==> src/rtl/cpu_variant_detect.sv <==
module cpu_variant_detect #(
  parameter int unsigned TIMEOUT = 8,
  parameter logic [7:0]  TGT_LO  = 8'h00,
  parameter logic [7:0]  TGT_HI  = 8'h02
) (
  input  logic        clk,
  input  logic        rst_n,
  input  logic        start,
  input  logic        bus_cyc,
  input  logic        cpu_rw,
  input  logic [15:0] cpu_addr,
  output logic [7:0]  data_out,
  output logic        data_oe,
  output logic        done,
  output logic        is_cmos,
  output logic        err
);

  localparam int CW = (TIMEOUT > 1) ? $clog2(TIMEOUT) : 1;
  localparam logic [7:0] OP_JMPI = 8'h6C;

  typedef enum logic [2:0] {ST_IDLE, ST_OPC, ST_OPL, ST_OPH, ST_PTR1, ST_PTR2, ST_FIN} st_t;

  st_t         st;
  logic [CW-1:0] cnt;

  wire rd      = bus_cyc && cpu_rw;
  wire at_ptr  = (cpu_addr == 16'h00FF);
  wire at_wrap = (cpu_addr == 16'h0000);
  wire at_carry= (cpu_addr == 16'h0100);
  wire in_ptr  = (st == ST_PTR1) || (st == ST_PTR2);
  wire resolve = (st == ST_PTR2) && (at_wrap || at_carry);

  always_comb begin
    data_oe  = 1'b0;
    data_out = 8'h00;
    if (rd) begin
      case (st)
        ST_OPC: begin data_oe = 1'b1; data_out = OP_JMPI; end
        ST_OPL: begin data_oe = 1'b1; data_out = 8'hFF;   end
        ST_OPH: begin data_oe = 1'b1; data_out = 8'h00;   end
        ST_PTR1, ST_PTR2: begin
          if (at_ptr) begin
            data_oe  = 1'b1;
            data_out = TGT_LO;
          end else if (resolve) begin
            data_oe  = 1'b1;
            data_out = TGT_HI;
          end
        end
        default: ;
      endcase
    end
  end

  always_ff @(posedge clk) begin
    if (!rst_n) begin
      st      <= ST_IDLE;
      cnt     <= '0;
      done    <= 1'b0;
      is_cmos <= 1'b0;
      err     <= 1'b0;
    end else begin
      case (st)
        ST_IDLE: if (start) st <= ST_OPC;
        ST_OPC:  if (rd) st <= ST_OPL;
        ST_OPL:  if (rd) st <= ST_OPH;
        ST_OPH:  if (rd) begin
          st  <= ST_PTR1;
          cnt <= '0;
        end
        ST_PTR1, ST_PTR2: if (rd) begin
          if (resolve) begin
            st      <= ST_FIN;
            done    <= 1'b1;
            is_cmos <= at_carry;
          end else if (cnt == CW'(TIMEOUT - 1)) begin
            st   <= ST_FIN;
            done <= 1'b1;
            err  <= 1'b1;
          end else begin
            cnt <= cnt + 1'b1;
            if (at_ptr) st <= ST_PTR2;
          end
        end
        default: ;
      endcase
    end
  end

  AST_OE_READ_ONLY:   assert property (@(posedge clk) disable iff (!rst_n) data_oe |-> (bus_cyc && cpu_rw));
  AST_DONE_STICKY:    assert property (@(posedge clk) disable iff (!rst_n) done |=> done);
  AST_RESULT_HOLD:    assert property (@(posedge clk) disable iff (!rst_n) done |=> ($stable(is_cmos) && $stable(err)));
  AST_NO_DRIVE_DONE:  assert property (@(posedge clk) disable iff (!rst_n) done |-> !data_oe);
  AST_ERR_EXCLUSIVE:  assert property (@(posedge clk) disable iff (!rst_n) err |-> (done && !is_cmos));
  AST_CMOS_ON_CARRY:  assert property (@(posedge clk) disable iff (!rst_n) $rose(is_cmos) |-> $past(cpu_addr == 16'h0100 && rd));
  AST_PTR_BOUND:      assert property (@(posedge clk) disable iff (!rst_n) in_ptr |-> (cnt <= CW'(TIMEOUT - 1)));

endmodule

==> config.mk <==
export PLATFORM = sky130hd
export DESIGN_NAME = cpu_variant_detect
export DESIGN_NICKNAME = d
export VERILOG_FILES = /design/src/rtl/cpu_variant_detect.sv
export SDC_FILE = /design/constraint.sdc
export NUM_CORES = 1
export LEC_CHECK = 0
export BUFFER_PORTS_ARGS = -buffer_cell sky130_fd_sc_hd__clkbuf_2
export CAP_MARGIN = 20
export CORE_MARGIN = 3
export CORE_UTILIZATION = 43
export CTS_CLUSTER_SIZE = 30
export DETAILED_ROUTE_END_ITERATION = 16
export HOLD_SLACK_MARGIN = 0.08
export PLACE_DENSITY = 0.76
export SLEW_MARGIN = 15
export SYNTH_ARGS = -nofsm -noshare
export SYNTH_HDL_FRONTEND = slang
export SYNTH_SLANG_ARGS = --single-unit
==> constraint.sdc <==
create_clock -name clk -period 2.1 [get_ports clk]
set_input_delay 0.105 -clock clk [delete_from_list [all_inputs] [get_ports clk]]
set_output_delay 0.105 -clock clk [all_outputs]
set_load 0.02 [all_outputs]
## Word level (Yosys, flattened, before mapping)

Index checks and enable logic that the tools add are counted.

- Add/sub/neg operators: 1
- Equal/unequal tests: 16
- Mux-type cells: 24
- Bitwise operators: 1
- Reduce and logical (&&, ||, !) cells: 15

Operator list:

| cell | number |
|---|---|
| 3-bit 2-to-1 mux | 12 |
| 8-bit case mux with 3 select lines | 1 |
| 16-bit by 8-bit == test with 1-bit output, second input constant | 1 |
| 16-bit by 9-bit == test with 1-bit output, second input constant | 1 |
| 16-bit zero test | 1 |
| 3-bit case mux with 5 select lines | 1 |
| 2-bit inequality test, second input constant | 7 |
| 3-bit == test, second input constant | 3 |
| 8-bit 2-to-1 mux | 1 |
| 7-bit AND reduction | 1 |
| 3-bit by 2-bit == test with 1-bit output, second input constant | 2 |
| 3-bit case mux with 2 select lines | 1 |
| 3-bit AND reduction | 2 |
| 1-bit 2-to-1 mux | 5 |
| 5-bit AND reduction | 1 |
| 5-bit nonzero test | 1 |
| 2-bit 2-to-1 mux | 2 |
| 4-bit inequality test, second input constant | 1 |
| 4-bit AND reduction | 1 |
| 2-bit nonzero test | 2 |
| 3-bit by 1-bit adder with 3-bit output, second input constant | 1 |
| 3-bit by 1-bit == test with 1-bit output, second input constant | 1 |
| 3-bit zero test | 1 |
| 3-bit OR reduction | 1 |
| 5 further kinds | 6 |

- Register bits: 9
- Input port bits: 21
- Output and inout port bits: 12
- Logic and storage cells: 62

## Logic depth before layout (Yosys ltp)

- Depth in word-level cells: 7
- Gate-level depth with buffers: 7
- Mapped depth without buffers: 6

## Worst setup path after synthesis

Ideal clock, no wire load.

- Kind: reg-to-output
- Start: register st[1]
- End: output port data_out[3]
- Arrival: 1.453 ns
- Data required time: 1.995 ns
- Setup slack: 0.542 ns
- Stages on the path, launching flop included: 5
- Buffers on the path: 2
- Cell sequence: dfxtp_1 -> buf_2 -> xnor2_1 -> nor3_1 -> buf_4

- Cells in the longest elaborated chain, start to end: 4
- Elaborated cells on any way between the ends: 7
- Those cells by class: eq/ne: 4; mux: 2; reduce/logical: 1

RTL lines:

| element | RTL line | text |
|---|---|---|
| start, declared | 24 | `st_t st;` |
| start signal, assigned | 58 | `st <= ST_IDLE;` |
| start signal, assigned | 65 | `ST_IDLE: if (start) st <= ST_OPC;` |
| start signal, assigned | 66 | `ST_OPC: if (rd) st <= ST_OPL;` |
| 3-bit == test | 38 | `case (st)` |
| 2-bit OR reduction | 38 |  |
| 8-bit case mux with 3 select lines * | 38 |  |
| 8-bit 2-to-1 mux * | 37 | `if (rd) begin` |
| end, declared | 12 | `output logic [7:0] data_out,` |

Mark *: on every way between the ends. The rest lies on a longest branch, timed or not.

## Worst setup path after layout

- Start: register st[1]
- End: output port data_out[1]

- Cells in the longest elaborated chain, start to end: 6
- Elaborated cells on any way between the ends: 10
- Those cells by class: eq/ne: 4; mux: 4; reduce/logical: 2

RTL lines:

| element | RTL line | text |
|---|---|---|
| 3-bit == test | 32, 38 |  |
| 1-bit logical AND | 32 | `wire resolve = (st == ST_PTR2) && (at_wrap \|\| at_carry);` |
| 2-bit 2-to-1 mux | 46 | `end else if (resolve) begin` |
| 2-bit 2-to-1 mux | 43 | `if (at_ptr) begin` |
| 8-bit case mux with 3 select lines * | 38 |  |
| 8-bit 2-to-1 mux * | 37 |  |

Marks and branches as above.

==> impl_metrics.env <==
export IMPL_outcome="finished clean"
export IMPL_core_area_um2=1350
export IMPL_worst_endpoint_arrival_ns=1.84
export IMPL_met3WireLength_um=87
export IMPL_netlist_top_cells_count="sky130_fd_sc_hd__nand2_1 (11), sky130_fd_sc_hd__dfxtp_1 (9), sky130_fd_sc_hd__a21oi_1 (8), sky130_fd_sc_hd__buf_4 (5)"
export IMPL_postSynth_asyncResetShare=0
export IMPL_p_leak_uw=0.000324
export IMPL_unrepaired_setup_endpoints_after_global_routing="no"
export IMPL_placed_cells=122
export IMPL_synth_ff_latch_count=9
export IMPL_largest_net_degree_at_the_start_of_global_routing=13
export IMPL_synth_area_um2=648
export IMPL_timing_clock_skew_ns=0.000624
export IMPL_synth_xor_area_share=0.0135
export IMPL_timing_max_cap_violations=0
export IMPL_drt_first_iter_violations=12
export IMPL_synth_seq_area_share=0.278
export IMPL_dp_hpwl_mm=1.28
export IMPL_synthAdderAreaFrac=0.0386
export IMPL_timing_setup_critical_path_class="reg -> out"
export IMPL_highest_clock_frequency_the_design_can_meet_ghz=0.515
export IMPL_synth_area_leader_cell="sky130_fd_sc_hd__dfxtp_1"
export IMPL_finalWeightedCongestion=0.755
export IMPL_final_nets=135
export IMPL_max_stage_delay_cell_worst_path="sky130_fd_sc_hd__dfxtp_1"
export IMPL_cp_start_kind="flop"
export IMPL_syn_avg_cell_area_um2=7.62
export IMPL_post_synth_mux_area_share=0.0328
export IMPL_yosys_top_cells_area="sky130_fd_sc_hd__dfxtp_1 (28%), sky130_fd_sc_hd__nand2_1 (6.4%), sky130_fd_sc_hd__a21oi_1 (6.2%), sky130_fd_sc_hd__buf_4 (5.8%), sky130_fd_sc_hd__ha_1 (3.9%)"
export IMPL_worstHoldPathType="in -> reg"
export IMPL_final_number_of_max_transition_violations=0
export IMPL_worstPathCellList="and2b_4 -> nand2_1 -> or2_1 -> a21oi_1 -> clkbuf_2"
export IMPL_gr_usage_all_layers=0.167
export IMPL_fin_util=0.582
export IMPL_route_detailed_wl_per_inst_um=12.1
export IMPL_m1WireLength_um=667
export IMPL_num_antenna_cells=0
export IMPL_final_min_clock_period_ns=1.94
export IMPL_grt_antenna_before_repair=0
export IMPL_grt_ovfl_total=0
export IMPL_setup_viol_count_final=0
export IMPL_number_of_buffers_added_by_the_clock_tree_synthesis_step=3
export IMPL_synth_edf_count=0
export IMPL_buffer_ports_inserted=32
export IMPL_num_vias=700
export IMPL_clk_pin_slew_ns=0.06
export IMPL_design_area_um2=786
export IMPL_post_cts_resized_instances=0
export IMPL_ant_nets=0
export IMPL_cts_repair_timing_setup_buffer_count=0
export IMPL_period_share=0.925
export IMPL_hold_buffers=0
export IMPL_worst_path_largest_cell_delay_ns=0.42
export IMPL_design_die_area_um2=2010
export IMPL_route_detailed_drc=0
export IMPL_h_tree_depth=1
export IMPL_max_slew_worst_pin_slew_ns=0.388
export IMPL_yosysWarnings=0
export IMPL_max_slew_margin_rel=0.741
export IMPL_synth_most_common_cell="sky130_fd_sc_hd__nand2_1"
export IMPL_root_buffer="sky130_fd_sc_hd__clkbuf_4"
export IMPL_initial_utilization=0.480
export IMPL_area_growth_pct=21.2
export IMPL_postSynthCellCount=85
export IMPL_endpoint_required_time_on_the_critical_path_ns=2.00
export IMPL_area_used_by_multi_input_combinational_logic_um2=385
export IMPL_drt_wl_total_mm=1.53
export IMPL_grt_pass1_wl_mm=2.49
export IMPL_rows=13
export IMPL_totalNegativeSetupSlack_ns=0
export IMPL_cts_buffer_depth=2
export IMPL_drt_first_pass_iters=4
export IMPL_crit_path_max_fanout=12
export IMPL_worstSetupEndpointType="primary output"
export IMPL_number_of_distinct_library_cells_after_synthesis=35
export IMPL_die_y_um=44.8
export IMPL_floorplan_die_width_um=44.8
export IMPL_placement_cell_area_um2=759
export IMPL_synth_compound_area_frac=0.212
export IMPL_postSynth_topFlopCell="sky130_fd_sc_hd__dfxtp_1"
export IMPL_grt_pass1_vias=607
export IMPL_area_fraction_of_the_dominant_cell_type_after_synthesis=0.278
export IMPL_synth_simple_area_share=0.297
export IMPL_top_signal_layer_used="met4"
export IMPL_layout_area_seq_um2=180
export IMPL_largest_family_of_logic_cells_by_synthesized_area="simple AND/OR/NAND/NOR gates"
export IMPL_p_per_area_nw_per_um2=472
export IMPL_top_level_ports=33
export IMPL_irDropWorstVdd_uv=321
export IMPL_timing_final_hold_violations=0
export IMPL_syn_nets=108
export IMPL_cts_tree="built"
export IMPL_num_fill_cells=134
export IMPL_vias_per_cell=5.56
export IMPL_final_cells=126
export IMPL_insertion_delay_ns=0.26
export IMPL_wl_met2_um=751
export IMPL_cts_num_sinks=9
export IMPL_drive_above_1_share=0.360
## final timing paths
check | startpoint | endpoint | slack (ns) | depth (start not counted)
worst max-delay path | st[1] | data_out[1] | 0.16 | 5
worst min-delay path | cpu_addr[8] | is_cmos | 0.09 | 3
worst max register to register | st[1] | cnt[0] | 0.44 | 5
worst min register to register | cnt[2] | cnt[2] | 0.46 | 2
## placed cells by master, fill, tap and decap left out, types with 2 or more instances in the layout
master,count
sky130_fd_sc_hd__dfxtp_1,9
sky130_fd_sc_hd__clkbuf_2,32
sky130_fd_sc_hd__ha_1,2
sky130_fd_sc_hd__or2_1,3
sky130_fd_sc_hd__inv_1,4
sky130_fd_sc_hd__nor3_1,4
sky130_fd_sc_hd__nand4_1,2
sky130_fd_sc_hd__o21ai_0,3
sky130_fd_sc_hd__nor2_1,3
sky130_fd_sc_hd__nand3_1,4
sky130_fd_sc_hd__clkbuf_4,3
sky130_fd_sc_hd__nor4_1,2
sky130_fd_sc_hd__a21oi_1,8
sky130_fd_sc_hd__o21a_1,2
sky130_fd_sc_hd__nand2_1,11
## report_power, final
| group | leakage (uW) | internal [uW] | switching, uW |
|---|---|---|---|
| registers | 0.0000728 | 173 | 6.02 |
| logic | 0.000237 | 27.0 | 30.2 |
| clock network | 0.0000150 | 73.3 | 61.4 |
## logic make-up after synthesis
family | Yosys count
AOI/OAI and AO/OA | 21
xor gates and xnor gates | 1
adders and majority gates | 2
buffers and inverters | 14
DFF | 9
muxes | 2
and+or+nand+nor | 36
## area by class of cell
class,count,share of cell area
Clock buffer,4,0.0334
Inverter,4,0.0191
Multi-Input combinational cell,62,0.490
Sequential cell,9,0.229
Tap cell,15,0.0239
Timing Repair Buffer,32,0.204
## worst max-delay path, delay by kind of cell, from the launching register on
family / cells / cell delay, ns
AOI/OAI and AO/OA: 1 / 0.18
buffers and inverters: 1 / 0.18
DFF: 1 / 0.42
and+or+nand+nor: 3 / 0.77
## flip-flops by register name, summed over array words and instances (netlist names)
register  flops
cnt           3
done          1
err           1
is_cmos       1
st            3
## per-layer routing
layer	GRT usage	up-vias
li1	-	353
met2	0.284	22
met5	0	-
met1	0.201	321
met4	0.0702	0
met3	0.0359	4
## per-stage QoR
| step | hold slack, ns | power (uW) | worst slack [ns] |
|---|---|---|---|
| floorplan | 0.222 | 215 | 0.542 |
| global placement | 0.354 | 238 | 0.465 |
| detailed placement | 0.354 | 240 | 0.462 |
| CTS | 0.0832 | 375 | 0.169 |
| global route | 0.0908 | 391 | 0.0317 |
| finish | 0.0857 | 371 | 0.158 |
Power figures use the tool's default switching activity.
